==> src/rtl/bank_ext_pkg.sv <==
package bank_ext_pkg;

   typedef enum logic [1:0] {
      BRD_PLAIN   = 2'd0,
      BRD_WIDEROM = 2'd1,
      BRD_RAM16   = 2'd2,
      BRD_RAM32   = 2'd3
   } board_e;

   localparam int MIN_BANK_W = 5;
   localparam int BLK_BIT    = 4;
   localparam int PG_HI_BIT  = 3;
   localparam int PG_LO_BIT  = 2;
   localparam int PG_W       = 2;

   typedef struct packed {
      logic            rom_blk;
      logic [PG_W-1:0] ram_pg;
      logic            ram_kill;
   } ext_sel_t;

endpackage

==> src/rtl/bx_chr_source.sv <==
module bx_chr_source #(
   parameter int BANK_W = 5
) (
   input  logic              mode4k,
   input  logic              a12,
   input  logic [BANK_W-1:0] bank_lo,
   input  logic [BANK_W-1:0] bank_hi,
   output logic [BANK_W-1:0] src
);
   // 8 KiB mode: low register only. 4 KiB mode: register of the fetched half.
   always_comb begin
      if (mode4k && a12)
         src = bank_hi;
      else
         src = bank_lo;
   end
endmodule

==> src/rtl/bx_steal_decode.sv <==
module bx_steal_decode
   import bank_ext_pkg::*;
#(
   parameter int BANK_W = 5
) (
   input  board_e            board,
   input  logic              mode4k,
   input  logic              chr_is_ram,
   input  logic [BANK_W-1:0] src,
   input  logic [BANK_W-1:0] bank_lo,
   output ext_sel_t          sel
);
   always_comb begin
      sel = '0;
      unique case (board)
         BRD_PLAIN: begin
            sel.ram_kill = chr_is_ram & src[BLK_BIT];
         end
         BRD_WIDEROM: begin
            sel.rom_blk = src[BLK_BIT];
         end
         BRD_RAM16: begin
            sel.ram_pg[0] = mode4k ? src[BLK_BIT] : bank_lo[PG_HI_BIT];
         end
         BRD_RAM32: begin
            sel.rom_blk = src[BLK_BIT];
            sel.ram_pg  = src[PG_HI_BIT:PG_LO_BIT];
         end
         default: sel = '0;
      endcase
   end
endmodule

==> src/rtl/bx_ram_window.sv <==
module bx_ram_window #(
   parameter int          ADDR_W   = 16,
   parameter int          WIN_LOG2 = 13,
   parameter logic [31:0] WIN_BASE = 32'h6000,
   parameter bit          HAS_OFF  = 1'b1
) (
   input  logic [ADDR_W-1:0] addr,
   input  logic              ram_off,
   input  logic              kill,
   output logic              ce
);
   localparam int TAG_W = ADDR_W - WIN_LOG2;
   localparam logic [ADDR_W-1:0] BASE_A = WIN_BASE[ADDR_W-1:0];
   localparam logic [TAG_W-1:0]  TAG    = BASE_A[ADDR_W-1:WIN_LOG2];

   logic hit;
   logic off_eff;

   assign hit = (addr[ADDR_W-1:WIN_LOG2] == TAG);

   generate
      if (HAS_OFF) begin : g_off
         assign off_eff = ram_off;
      end else begin : g_nooff
         assign off_eff = 1'b0;
      end
   endgenerate

   assign ce = hit & ~off_eff & ~kill;
endmodule

==> src/rtl/bank_ext_unit.sv <==
module bank_ext_unit
   import bank_ext_pkg::*;
#(
   parameter int          BANK_W   = 5,
   parameter int          MODE_W   = 5,
   parameter int          ADDR_W   = 16,
   parameter int          WIN_LOG2 = 13,
   parameter logic [31:0] WIN_BASE = 32'h6000,
   parameter bit          HAS_OFF  = 1'b1
) (
   input  logic              clk,
   input  logic              rst_n,
   input  logic [1:0]        board_sel,
   input  logic              chr_is_ram,
   input  logic [MODE_W-1:0] mode_reg,
   input  logic [BANK_W-1:0] chr_bank0,
   input  logic [BANK_W-1:0] chr_bank1,
   input  logic              ram_off,
   input  logic              ppu_a12,
   input  logic [ADDR_W-1:0] cpu_addr,
   output logic              rom_blk_o,
   output logic [PG_W-1:0]   ram_page_o,
   output logic              ram_ce_o
);
   localparam int CHR4K_BIT = 4;
   localparam int TAG_W     = ADDR_W - WIN_LOG2;
   localparam logic [ADDR_W-1:0] BASE_A = WIN_BASE[ADDR_W-1:0];

   generate
      if (BANK_W < MIN_BANK_W) begin : g_bad_bank
         $error("BANK_W must be at least 5");
      end
      if (MODE_W <= CHR4K_BIT) begin : g_bad_mode
         $error("MODE_W must cover the character mode bit");
      end
      if (WIN_LOG2 >= ADDR_W) begin : g_bad_win
         $error("RAM window must be smaller than the address space");
      end
   endgenerate

   board_e              board;
   logic                mode4k;
   logic [BANK_W-1:0]   src;
   ext_sel_t            sel;
   logic                ce_d;

   assign board  = board_e'(board_sel);
   assign mode4k = mode_reg[CHR4K_BIT];

   bx_chr_source #(.BANK_W(BANK_W)) u_src (
      .mode4k (mode4k),
      .a12    (ppu_a12),
      .bank_lo(chr_bank0),
      .bank_hi(chr_bank1),
      .src    (src)
   );

   bx_steal_decode #(.BANK_W(BANK_W)) u_dec (
      .board     (board),
      .mode4k    (mode4k),
      .chr_is_ram(chr_is_ram),
      .src       (src),
      .bank_lo   (chr_bank0),
      .sel       (sel)
   );

   bx_ram_window #(
      .ADDR_W  (ADDR_W),
      .WIN_LOG2(WIN_LOG2),
      .WIN_BASE(WIN_BASE),
      .HAS_OFF (HAS_OFF)
   ) u_win (
      .addr   (cpu_addr),
      .ram_off(ram_off),
      .kill   (sel.ram_kill),
      .ce     (ce_d)
   );

   always_ff @(posedge clk) begin
      if (!rst_n) begin
         rom_blk_o  <= 1'b0;
         ram_page_o <= '0;
         ram_ce_o   <= 1'b0;
      end else begin
         rom_blk_o  <= sel.rom_blk;
         ram_page_o <= sel.ram_pg;
         ram_ce_o   <= ce_d;
      end
   end


   plain_quiet_chk: assert property (@(posedge clk) disable iff (!rst_n)
      (board_sel == 2'd0) |=> (!rom_blk_o && ram_page_o == '0));


   win_gate_chk: assert property (@(posedge clk) disable iff (!rst_n)
      (cpu_addr[ADDR_W-1:WIN_LOG2] != BASE_A[ADDR_W-1:WIN_LOG2]) |=> !ram_ce_o);


   ram16_shape_chk: assert property (@(posedge clk) disable iff (!rst_n)
      (board_sel == 2'd2) |=> (!ram_page_o[1] && !rom_blk_o));


   wide8k_src_chk: assert property (@(posedge clk) disable iff (!rst_n)
      (board_sel == 2'd1 && !mode_reg[CHR4K_BIT]) |=> (rom_blk_o == $past(chr_bank0[4])));


   wide4k_hi_chk: assert property (@(posedge clk) disable iff (!rst_n)
      (board_sel == 2'd1 && mode_reg[CHR4K_BIT] && ppu_a12) |=> (rom_blk_o == $past(chr_bank1[4])));

   generate
      if (HAS_OFF) begin : g_off_chk

         off_gate_chk: assert property (@(posedge clk) disable iff (!rst_n)
            ram_off |=> !ram_ce_o);
      end
   endgenerate
endmodule

==> config.mk <==
export PLATFORM = sky130hd
export DESIGN_NAME = bank_ext_unit
export DESIGN_NICKNAME = d
export VERILOG_FILES = /design/src/rtl/bank_ext_pkg.sv /design/src/rtl/bx_chr_source.sv /design/src/rtl/bx_steal_decode.sv /design/src/rtl/bx_ram_window.sv /design/src/rtl/bank_ext_unit.sv
export SDC_FILE = /design/constraint.sdc
export NUM_CORES = 1
export LEC_CHECK = 0
export BUFFER_PORTS_ARGS = -buffer_cell sky130_fd_sc_hd__buf_2
export CORE_AREA = 2 2 39 41
export CTS_CLUSTER_DIAMETER = 50
export DETAILED_ROUTE_END_ITERATION = 16
export DIE_AREA = 0 0 41 43
export GPL_TIMING_DRIVEN = 1
export SYNTH_ARGS = -nofsm -noshare
export SYNTH_HDL_FRONTEND = slang
export SYNTH_SLANG_ARGS = --single-unit
==> constraint.sdc <==
create_clock -name clk -period 1.77 [get_ports clk]
set_input_delay 0.4425 -clock clk [delete_from_list [all_inputs] [get_ports clk]]
set_output_delay 0.4425 -clock clk [all_outputs]
set_load 0.05 [all_outputs]
==> key figures <==
Synthesis
  – Post-synth design cell area: 188 um2
  – Seq cells post-synth: 4
  – Seq/Total Area, Yosys: 42.7%
  – Mean post-synth cell area: roughly 9.4 um2
  – Post-Syn Nets: 58
  – Synth area leaders: dfxtp_1 (43%), mux2i_1 (11%), mux2_4 (8.0%)
  – Unique masters post-synth: 14
  – Synth Instances: 20
  – Top cell type by total area after synthesis: dfxtp_1
  – Synth warnings: 0
  – Top-area cell type share of the netlist area: around 43%

Worst setup path
  – Type of origin of the critical path: flip-flop
  – Crit-path slowest cell: dfxtp_1
  – CP Max Fanout: 1
  – Setup crit end kind: output pin
  – Worst Path Required: 1.33 ns
  – Critical Path AT: 0.78 ns
  – Worst Path Class, Setup: flip-flop to output pin
  – Cell Chain, Critical Path: buf_2
  – Buffers & Inverters on Critical Path: 1
  – Worst path top cell family by delay: flip-flops
  – Crit-path max cell delay: 0.30 ns

Routing
  – DRC: 0
  – Vias per cell: approximately 4
  – WL final: 511 um
  – DR pass1 iterations: 1
  – Final antenna-violating net count: 0
  – DRT iter0 DRCs: 0
  – Avg WL per Cell: 8.66 um
  – Via count: 236

Die
  – DIE WIDTH: 41 um
  – Starting Density: 13.6%
  – Rows: 14
  – Core Area: 1380 um2
  – IO Pins: 42
  – Die area: about 1800 um2
  – Die H: 43 um

CTS
  – Max clock buf depth: 2
  – H-tree levels: 1
  – Clock-pin slew on the worst setup and hold paths: 0.03 ns
  – CTS sink cnt: 4
  – Root Buffer Master: clkbuf_4
  – Post-CTS sizing: 0
  – Num CTS Buffers: 3
  – # hold bufs at CTS: 0
  – CTS tree: yes
  – Setup repair bufs after CTS: 0

Min path
  – Min-Delay Path Depth: 2
  – Critical hold path startpoint: chr_is_ram
  – Worst min path class: primary input to flip-flop
  – WHS Endpoint: ram_ce_o

GRT
  – Largest net degree at the start of global routing: 5
  – Met3 Resource Use GR: 2.09%
  – Gr busiest metal: met2
  – GR Overflow Total: 0
  – First-pass GRT wire length: 786 um
  – M1 GR Usage: between 5 and 6%
  – Global-route met2 utilization: 11.3%
  – Initial antenna violation count: 0
  – Vias in the first global route: between 200 and 250
  – Global Route Usage Sum: 6.61%

Run status
  – Status: finished, final reports clean

Layout
  – N_diodes: 0
  – Register area: between 80 and 90 um2
  – Share of cells above drive strength 1: 58.1%
  – Synthesis-to-finish area growth: 76.0%
  – Nets@finish: 83
  – Most frequent cells in the layout: buf_2 (20), dfxtp_1 (4), clkbuf_4 (3)
  – Fill cells: 162
  – Multi-input gate area: 108 um2
  – Commonest non-fill, non-tap cell in the layout: buf_2

STA
  – Setup TNS: 0 ns
  – Final period utilization: slightly below 70%
  – Max Freq: 0.821 GHz
  – Final Hold Viols: 0
  – Rel. slew slack: a little over four fifths
  – Final setup fails: 0
  – Minimum clock period: 1.22 ns
  – Worst Max-Slew Pin Slew: 0.249 ns
  – RSZ-0062 raised after global routing: false
  – Final Max Tran Viols: 0

Placed design
  – PortBufs: 20
  – Placer Congestion: 0.782

Pwr
  – Leakage: between 0.15 and 0.2 nW
  – VDD IR max: around 140 uV
  – Overall power: between 0.2 and 0.3 mW
  – Power density over the cells: roughly 770 nW/um2

Flow run
  – Maxcap violations: 0
where the power goes:
| group | internal (mW) | switching [mW] | leakage [nW] |
|---|---|---|---|
| combinational | 0.0236 | 0.0289 | 0.132 |
| sequential | 0.0941 | 0.000600 | 0.0327 |
| clock | 0.0755 | 0.0322 | 0.0138 |
sequential cells by signal (all words and copies together) (netlist names):
| register | count |
|---|---|
| rom_blk_o | 1 |
| ram_page_o | 2 |
| ram_ce_o | 1 |
worst max path at each step:
stage / start / end / cells past startpoint
after floorplan: ppu_a12 / rom_blk_o / 3
after CTS: ram_page_o[1] / ram_page_o[1] / 1
final: ram_page_o[1] / ram_page_o[1] / 1
after global routing: rom_blk_o / rom_blk_o / 1
after global placement: ppu_a12 / rom_blk_o / 4
after detailed placement: ppu_a12 / rom_blk_o / 4
synth_stat cells:
cell type,n
dfxtp_1,4
mux2i_1,2
nand3_1,2
nor2_1,2
a211o_1,1
a21oi_1,1
a31oi_1,1
and3_1,1
mux2_4,1
nand2_1,1
nand2_2,1
nand4_1,1
o211ai_1,1
o21ai_0,1
routing by layer:
layer | part of all wire, % | wire [um]
met4 | 0 | 0
met2 | 52 | 266
met5 | 0 | 0
met1 | 35 | 179
met3 | 13 | 65
cell type report:
| class | count | area share [%] |
|---|---|---|
| Tap cell | 16 | 6.06 |
| Timing Repair Buffer | 20 | 30.3 |
| Sequential cell | 4 | 24.2 |
| Clock buffer | 3 | 6.82 |
| Multi-Input combinational cell | 16 | 32.6 |
stage by stage:
step	hold slack [ns]	setup WS, ns	utilization (%)	instances	area (um2)
after floorplan	0.541	0.672	-	20	188
after global placement	0.633	0.508	22.2	56	308
after detailed placement	0.631	0.493	22.2	56	308
after CTS	0.383	0.537	23.9	59	330
after global routing	0.392	0.516	23.9	59	330
final	0.394	0.552	23.9	59	330
cell families after synthesis:
logic type | synth area share [%]
and+or+nand+nor | 21.3
muxes | 18.7
AOI/OAI and AO/OA | 17.3
DFF | 42.7
(Power assumes the default switching activity.)
